[src/rtl/serprog_pkg.sv]
package serprog_pkg;

  localparam int CMD_BITS   = 4;
  localparam int WORD_BITS  = 16;
  localparam int FRAME_BITS = CMD_BITS + WORD_BITS;
  localparam int PTR_W      = 24;
  localparam int ROW_SHIFT  = 10;
  localparam int STEP_W     = 4;

  typedef enum logic [1:0] {SH_IDLE, SH_HIGH, SH_LOW} sh_state_t;
  typedef enum logic [1:0] {SQ_IDLE, SQ_LOAD, SQ_WAIT} sq_state_t;

  // Index of the final (stretched) word in a row's series.
  function automatic logic [STEP_W-1:0] last_step(input logic first_row);
    return first_row ? STEP_W'(6) : STEP_W'(9);
  endfunction

  // Instruction word for a given position in a row's series.
  function automatic logic [WORD_BITS-1:0] payload_of(
    input logic              first_row,
    input logic [STEP_W-1:0] step,
    input logic [PTR_W-1:0]  addr
  );
    logic [WORD_BITS-1:0] w;
    w = 16'h0000;
    if (first_row) begin
      case (step)
        4'd0: w = 16'h84A6;
        4'd1: w = 16'h6AF8;
        4'd2: w = 16'h6AF7;
        4'd3: w = 16'h6AF6;
        4'd4: w = 16'h88A6;
        4'd5: w = 16'h82A6;
        default: w = 16'h0000;
      endcase
    end else begin
      case (step)
        4'd0: w = 16'h84A6;
        4'd1: w = {8'h0E, addr[23:16]};
        4'd2: w = 16'h6EF8;
        4'd3: w = {8'h0E, addr[15:8]};
        4'd4: w = 16'h6EF7;
        4'd5: w = {8'h0E, addr[7:0]};
        4'd6: w = 16'h6EF6;
        4'd7: w = 16'h88A6;
        4'd8: w = 16'h82A6;
        default: w = 16'h0000;
      endcase
    end
    return w;
  endfunction

endpackage

[src/rtl/serprog_shifter.sv]
module serprog_shifter
  import serprog_pkg::*;
#(
  parameter int DIV = 2,
  parameter int TW  = 16
) (
  input  logic                  clk,
  input  logic                  rst_n,
  input  logic                  load_i,
  input  logic [FRAME_BITS-1:0] frame_i,
  input  logic                  stretch_i,
  input  logic [TW-1:0]         hold_hi_i,
  input  logic [TW-1:0]         hold_lo_i,
  output logic                  link_clk_o,
  output logic                  link_dat_o,
  output logic                  frame_done_o
);

  localparam int            IDX_W    = $clog2(FRAME_BITS);
  localparam logic [TW-1:0] HALF     = TW'(DIV - 1);
  localparam logic [IDX_W-1:0] STR_IDX  = IDX_W'(CMD_BITS - 1);
  localparam logic [IDX_W-1:0] PRE_IDX  = IDX_W'(CMD_BITS - 2);
  localparam logic [IDX_W-1:0] LAST_IDX = IDX_W'(FRAME_BITS - 1);

  sh_state_t             st_q, st_d;
  logic [IDX_W-1:0]      idx_q, idx_d;
  logic [TW-1:0]         cnt_q, cnt_d;
  logic [FRAME_BITS-1:0] sh_q, sh_d;
  logic                  str_q, str_d;
  logic                  clk_q, clk_d;
  logic                  dat_q, dat_d;
  logic                  fd_q, fd_d;

  always_comb begin
    st_d  = st_q;
    idx_d = idx_q;
    cnt_d = cnt_q;
    sh_d  = sh_q;
    str_d = str_q;
    clk_d = clk_q;
    dat_d = dat_q;
    fd_d  = 1'b0;
    case (st_q)
      SH_IDLE: begin
        if (load_i) begin
          st_d  = SH_HIGH;
          idx_d = '0;
          str_d = stretch_i;
          clk_d = 1'b1;
          dat_d = frame_i[0];
          sh_d  = frame_i >> 1;
          cnt_d = HALF;
        end
      end
      SH_HIGH: begin
        if (cnt_q == '0) begin
          st_d  = SH_LOW;
          clk_d = 1'b0;
          cnt_d = (str_q && idx_q == STR_IDX) ? hold_lo_i - TW'(1) : HALF;
        end else begin
          cnt_d = cnt_q - TW'(1);
        end
      end
      SH_LOW: begin
        if (cnt_q == '0) begin
          if (idx_q == LAST_IDX) begin
            st_d = SH_IDLE;
            fd_d = 1'b1;
          end else begin
            st_d  = SH_HIGH;
            idx_d = idx_q + IDX_W'(1);
            clk_d = 1'b1;
            dat_d = sh_q[0];
            sh_d  = sh_q >> 1;
            cnt_d = (str_q && idx_q == PRE_IDX) ? hold_hi_i - TW'(1) : HALF;
          end
        end else begin
          cnt_d = cnt_q - TW'(1);
        end
      end
      default: st_d = SH_IDLE;
    endcase
  end

  always_ff @(posedge clk or negedge rst_n) begin
    if (!rst_n) begin
      st_q  <= SH_IDLE;
      idx_q <= '0;
      cnt_q <= '0;
      sh_q  <= '0;
      str_q <= 1'b0;
      clk_q <= 1'b0;
      dat_q <= 1'b0;
      fd_q  <= 1'b0;
    end else begin
      st_q  <= st_d;
      idx_q <= idx_d;
      cnt_q <= cnt_d;
      sh_q  <= sh_d;
      str_q <= str_d;
      clk_q <= clk_d;
      dat_q <= dat_d;
      fd_q  <= fd_d;
    end
  end

  assign link_clk_o   = clk_q;
  assign link_dat_o   = dat_q;
  assign frame_done_o = fd_q;

endmodule

[src/rtl/serprog_ctrl.sv]
module serprog_ctrl
  import serprog_pkg::*;
#(
  parameter int ROW_W = 8,
  parameter int TW    = 16
) (
  input  logic                  clk,
  input  logic                  rst_n,
  input  logic                  start_i,
  input  logic [ROW_W-1:0]      rows_i,
  input  logic [TW-1:0]         hold_hi_i,
  input  logic [TW-1:0]         hold_lo_i,
  input  logic                  frame_done_i,
  output logic                  load_o,
  output logic [FRAME_BITS-1:0] frame_o,
  output logic                  stretch_o,
  output logic [TW-1:0]         hold_hi_o,
  output logic [TW-1:0]         hold_lo_o,
  output logic                  busy_o,
  output logic                  done_o
);

  sq_state_t         st_q, st_d;
  logic [ROW_W-1:0]  rows_q, rows_d;
  logic [ROW_W-1:0]  row_q, row_d;
  logic [STEP_W-1:0] step_q, step_d;
  logic [TW-1:0]     hi_q, hi_d;
  logic [TW-1:0]     lo_q, lo_d;
  logic              busy_q, busy_d;
  logic              done_q, done_d;

  logic              first_row;
  logic              at_last_step;
  logic              at_last_row;
  logic [PTR_W-1:0]  row_addr;

  assign first_row    = (row_q == '0);
  assign at_last_step = (step_q == last_step(first_row));
  assign at_last_row  = (row_q == rows_q - ROW_W'(1));
  assign row_addr     = PTR_W'({row_q, {ROW_SHIFT{1'b0}}});

  always_comb begin
    st_d   = st_q;
    rows_d = rows_q;
    row_d  = row_q;
    step_d = step_q;
    hi_d   = hi_q;
    lo_d   = lo_q;
    busy_d = busy_q;
    done_d = 1'b0;
    case (st_q)
      SQ_IDLE: begin
        if (start_i && rows_i != '0) begin
          st_d   = SQ_LOAD;
          rows_d = rows_i;
          row_d  = '0;
          step_d = '0;
          hi_d   = (hold_hi_i == '0) ? TW'(1) : hold_hi_i;
          lo_d   = (hold_lo_i == '0) ? TW'(1) : hold_lo_i;
          busy_d = 1'b1;
        end
      end
      SQ_LOAD: st_d = SQ_WAIT;
      SQ_WAIT: begin
        if (frame_done_i) begin
          if (!at_last_step) begin
            step_d = step_q + STEP_W'(1);
            st_d   = SQ_LOAD;
          end else if (at_last_row) begin
            st_d   = SQ_IDLE;
            busy_d = 1'b0;
            done_d = 1'b1;
          end else begin
            row_d  = row_q + ROW_W'(1);
            step_d = '0;
            st_d   = SQ_LOAD;
          end
        end
      end
      default: st_d = SQ_IDLE;
    endcase
  end

  always_ff @(posedge clk or negedge rst_n) begin
    if (!rst_n) begin
      st_q   <= SQ_IDLE;
      rows_q <= '0;
      row_q  <= '0;
      step_q <= '0;
      hi_q   <= '0;
      lo_q   <= '0;
      busy_q <= 1'b0;
      done_q <= 1'b0;
    end else begin
      st_q   <= st_d;
      rows_q <= rows_d;
      row_q  <= row_d;
      step_q <= step_d;
      hi_q   <= hi_d;
      lo_q   <= lo_d;
      busy_q <= busy_d;
      done_q <= done_d;
    end
  end

  assign load_o    = (st_q == SQ_LOAD);
  assign frame_o   = {payload_of(first_row, step_q, row_addr), {CMD_BITS{1'b0}}};
  assign stretch_o = at_last_step;
  assign hold_hi_o = hi_q;
  assign hold_lo_o = lo_q;
  assign busy_o    = busy_q;
  assign done_o    = done_q;

endmodule

[src/rtl/serprog_row_eraser.sv]
module serprog_row_eraser
  import serprog_pkg::*;
#(
  parameter int DIV   = 2,
  parameter int ROW_W = 8,
  parameter int TW    = 16
) (
  input  logic             clk,
  input  logic             rst_n,
  input  logic             start_i,
  input  logic [ROW_W-1:0] row_count_i,
  input  logic [TW-1:0]    hold_hi_i,
  input  logic [TW-1:0]    hold_lo_i,
  output logic             link_clk_o,
  output logic             link_dat_o,
  output logic             link_dat_oe_o,
  output logic             busy_o,
  output logic             done_o
);

  logic [1:0]            rst_sync_q;
  logic                  rst_int_n;
  logic                  load;
  logic [FRAME_BITS-1:0] frame;
  logic                  stretch;
  logic [TW-1:0]         hold_hi;
  logic [TW-1:0]         hold_lo;
  logic                  frame_done;

  always_ff @(posedge clk or negedge rst_n) begin
    if (!rst_n) rst_sync_q <= 2'b00;
    else        rst_sync_q <= {rst_sync_q[0], 1'b1};
  end
  assign rst_int_n = rst_sync_q[1];

  serprog_ctrl #(.ROW_W(ROW_W), .TW(TW)) u_ctrl (
    .clk          (clk),
    .rst_n        (rst_int_n),
    .start_i      (start_i),
    .rows_i       (row_count_i),
    .hold_hi_i    (hold_hi_i),
    .hold_lo_i    (hold_lo_i),
    .frame_done_i (frame_done),
    .load_o       (load),
    .frame_o      (frame),
    .stretch_o    (stretch),
    .hold_hi_o    (hold_hi),
    .hold_lo_o    (hold_lo),
    .busy_o       (busy_o),
    .done_o       (done_o)
  );

  serprog_shifter #(.DIV(DIV), .TW(TW)) u_shift (
    .clk          (clk),
    .rst_n        (rst_int_n),
    .load_i       (load),
    .frame_i      (frame),
    .stretch_i    (stretch),
    .hold_hi_i    (hold_hi),
    .hold_lo_i    (hold_lo),
    .link_clk_o   (link_clk_o),
    .link_dat_o   (link_dat_o),
    .frame_done_o (frame_done)
  );

  assign link_dat_oe_o = busy_o;

endmodule

[config.mk]
export PLATFORM = sky130hd
export DESIGN_NAME = serprog_row_eraser
export DESIGN_NICKNAME = d
export VERILOG_FILES = /design/src/rtl/serprog_pkg.sv /design/src/rtl/serprog_shifter.sv /design/src/rtl/serprog_ctrl.sv /design/src/rtl/serprog_row_eraser.sv
export SDC_FILE = /design/constraint.sdc
export NUM_CORES = 1
export LEC_CHECK = 0
export ABC_CLOCK_PERIOD_IN_PS = 6020
export BUFFER_PORTS_ARGS = -buffer_cell sky130_fd_sc_hd__buf_2
export CAP_MARGIN = 20
export CORE_UTILIZATION = 25
export CTS_CLUSTER_SIZE = 8
export DETAILED_ROUTE_END_ITERATION = 6
export PLACE_DENSITY = 0.37
export SLEW_MARGIN = 15
export SYNTH_ARGS = -nofsm -noshare
export SYNTH_HDL_FRONTEND = slang
export SYNTH_HIERARCHICAL = 1
export SYNTH_SLANG_ARGS = --single-unit
[constraint.sdc]
create_clock -name clk -period 6.02 [get_ports clk]
set_input_delay 1.505 -clock clk [delete_from_list [all_inputs] [get_ports clk]]
set_output_delay 1.505 -clock clk [all_outputs]
set_load 0.01 [all_outputs]
==> run_results.csv <==
group,metric,value,unit
placed_design,place_ws,2.45,ns
outcome,outcome,"finished, final reports clean",
setup_path,cp_data_arrival_time,3.54,ns
logic_synthesis,synthCells,729,
layout,final_area,7290,um2
sta,max_slew_margin,30.8,%
layout,register_area,2610,um2
placed_design,placed_cell_area,6980,um2
setup_path,required,6.31,ns
logic_synthesis,synth-warning-count,6,
setup_path,critical_path.max_stage_delay,0.73,ns
logic_synthesis,syn_area,6490,um2
global_routing,grt_start_max_net_pins,53,
setup_path,r2r_cells,8,
floorplan,die-area,26600,um2
setup_path,path_delay_family,"compound AO/OA/AOI/OAI gates",
drt,drt-total-wl,18500,um
logic_synthesis,ys_seq_area_share,40.1,%
floorplan,core_area,25300,um2
sta,fin_ws,2.78,ns
placed_design,hpwl,13800,um
cts,numCtsBuffers,9,
setup_path,slowest_stage,"o41ai_4",
sta,tightestPinTransition,1.03,ns
sta,setup_viol,0,
setup_path,reg2reg_slack,2.78,ns
logic_synthesis,synth-edff-count,0,
logic_synthesis,syn_avg_cell_area,8.90,um2
cts,htree_levels,3,
cts,postCtsSetupBuffers,0,
setup_path,worst_setup_path_end_kind,"flop",
drt,viasPerCell,4.96,
global_routing,first_global_vias,5253,
cts,cts_root_buf,"clkbuf_16",
setup_path,crit_type,"reg2reg",
setup_path,regToRegEndpoint,"u_ctrl/row_q[2]$_DFFE_PN0P_",
floorplan,die_y,163,um
sta,layout_min_cycle_time,3.24,ns
power,power_density,200,nW/um2
floorplan,fp.dieW,163,um
setup_path,cp-startpoint,"u_ctrl/row_q[0]$_DFFE_PN0P_",
drt,ant_nets,0,
sta,report.final.hold_viol_count,0,
layout,nFillCells,2668,
global_routing,overflow,0,
sta,rsz0062_at_grt,"no",
drt,routedWlPerCell,17.0,um
layout,drive_above_1_share,13.1,%
layout,final_common_cell,"dfrtp_1",
cts,ctsLongestPathBuffers,2,
sta,finalCritPeriodShare,53.8,%
logic_synthesis,synth_flop_cell,"dfrtp_1",
setup_path,crit_path_cell_trace,"inv_1, ha_1, or3b_2, or2_1, o41ai_4, o41ai_2, a2111o_1, o21ai_1",
cts,cts_num_sinks,104,
setup_path,path_buf_inv,1,
global_routing,track_usage,14.7,%
drt,vias,5401,
cts,cts_tree,"built",
floorplan,pin_count,48,
sta,finalMaxSlewViolations,0,
job,drv_cap,0,
power,vdd.ir_drop.worst,120,uV
logic_synthesis,async_flop_share,100,%
power,p_total,0.00146,W
global_routing,grt_pass1_wl,29900,um
setup_path,cp.depth,8,
logic_synthesis,ys_ff_latch,104,
layout,nets,812,
global_routing,antenna_found_initial,0,
layout,final_cell_mix,"dfrtp_1, nand2_1, nor2_1",
placed_design,portBuffers,47,
sta,finalSetupTns,0,ns
layout,antenna_cells,0,
power,p_leak,3.16,nW
floorplan,rows,58,
layout,multi_input_area,3600,um2
sta,clock.fmax,308,MHz
drt,dr.first_iter.drc_count,266,
drt,drcViolationCount,0,
cts,cts.clk_slew.worst_paths,0.08,ns
cts,cts_resized,0,
logic_synthesis,yosysUniqueCellTypes,70,
drt,dr.pass1.iters,5,
setup_path,timing.rr.start,"u_ctrl/row_q[0]$_DFFE_PN0P_",
setup_path,startpoint_type,"flop",
setup_path,cp_max_fo,9,
sta,skew,0.0169,ns
placed_design,gp_congestion,0.836,
layout,synthToLayoutAreaGrowth,12.3,%
worst_hold_path,hp-class,"reg2reg",
setup_path,cp-endpoint,"u_ctrl/row_q[2]$_DFFE_PN0P_",
floorplan,initial_core_util,25.6,%
cts,postCtsHoldBufs,0,
cts,clkLatencyLatePin,0.37,ns
area by class of cell:
type / count / area share (%)
Clock inverter: 6 / 1.05
Multi-Input combinational cell: 562 / 49.4
Timing Repair Buffer: 52 / 3.74
Inverter: 24 / 1.24
Clock buffer: 10 / 3.14
Tap cell: 330 / 5.67
Sequential cell: 104 / 35.8
worst min path at each step:
stage,startpoint,cells past startpoint,to
after floorplan,rst_sync_q[0]$_DFF_PN0_,0,rst_sync_q[1]$_DFF_PN0_
after global placement,rst_sync_q[0]$_DFF_PN0_,0,rst_sync_q[1]$_DFF_PN0_
after detailed placement,rst_sync_q[0]$_DFF_PN0_,0,rst_sync_q[1]$_DFF_PN0_
after CTS,rst_sync_q[0]$_DFF_PN0_,0,rst_sync_q[1]$_DFF_PN0_
after global routing,rst_sync_q[0]$_DFF_PN0_,0,rst_sync_q[1]$_DFF_PN0_
final,rst_sync_q[0]$_DFF_PN0_,0,rst_sync_q[1]$_DFF_PN0_
worst reg2reg max path: cells and delay by family (launching register included):
kind / cells / cell delay (ns)
buf+inv: 1 / 0.16
simple gates: 2 / 0.83
compound gates: 4 / 1.50
fa+ha+maj: 1 / 0.16
flops: 1 / 0.52
power breakdown:
group	switching [W]	total [W]	internal, W	leakage [nW]
combinational	0.0000523	0.0000955	0.0000432	1.70
sequential	0.0000263	0.000739	0.000713	1.32
clock	0.000294	0.000624	0.000330	0.143
state kept, by name, summed over array words and instances (netlist names), 2 cells and up:
register and flops:
u_shift/sh_q 19, u_ctrl/hold_hi_o 16, u_ctrl/hold_lo_o 16, u_shift/cnt_q 16, u_ctrl/row_q 8, u_ctrl/rows_q 8
u_shift/idx_q 5, u_ctrl/step_q 4, rst_sync_q 2, u_ctrl/st_q 2, u_shift/st_q 2
cells by family after synthesis:
kind of cell    after synthesis  synth area share, %
xor+xnor                     35                 4.73
simple gates                287                 22.2
buf+inv                      68                 4.80
mux                          27                 4.19
fa+ha+maj                    16                 3.09
other cells                   2                0.116
compound gates              190                 20.7
flops                       104                 40.1
synth_stat cells (all sizes together), types with 5 or more instances:
master / n / area [um2]
or2: 5 / 31.3
and2: 5 / 31.3
nand2: 97 / 364
buf: 15 / 113
dfrtp: 104 / 2600
o21ai: 60 / 312
a22o: 26 / 228
o41ai: 5 / 115
nor2: 56 / 210
and3: 5 / 31.3
or4: 10 / 82.6
a31oi: 7 / 50.1
a21oi: 35 / 175
nor4: 19 / 125
or3: 13 / 81.3
clkbuf: 29 / 109
ha: 16 / 200
a21o: 8 / 60.1
inv: 24 / 90.1
nor3: 24 / 120
xor2: 17 / 149
nor2b: 7 / 43.8
mux2i: 26 / 260
nand2b: 11 / 68.8
o31ai: 7 / 52.6
nand3: 13 / 65.1
o22ai: 8 / 50.1
xnor2: 18 / 158
layer usage:
layer | track usage (%) | up-vias | part of all wire (%)
met5 | 0 | - | 0
met4 | 4.42 | 0 | 1.5
met3 | 2.56 | 16 | 3.1
met2 | 24.6 | 83 | 49
met1 | 19.1 | 2635 | 46
li1 | - | 2667 | -
per-stage QoR:
step	hold slack, ns	util (%)	cells
after floorplan	0.331	-	734
after global placement	0.346	27.6	1072
after detailed placement	0.343	27.6	1072
after CTS	0.362	28.8	1088
after global routing	0.372	28.8	1088
final	0.356	28.8	1088
Power figures use the tool's default switching activity.
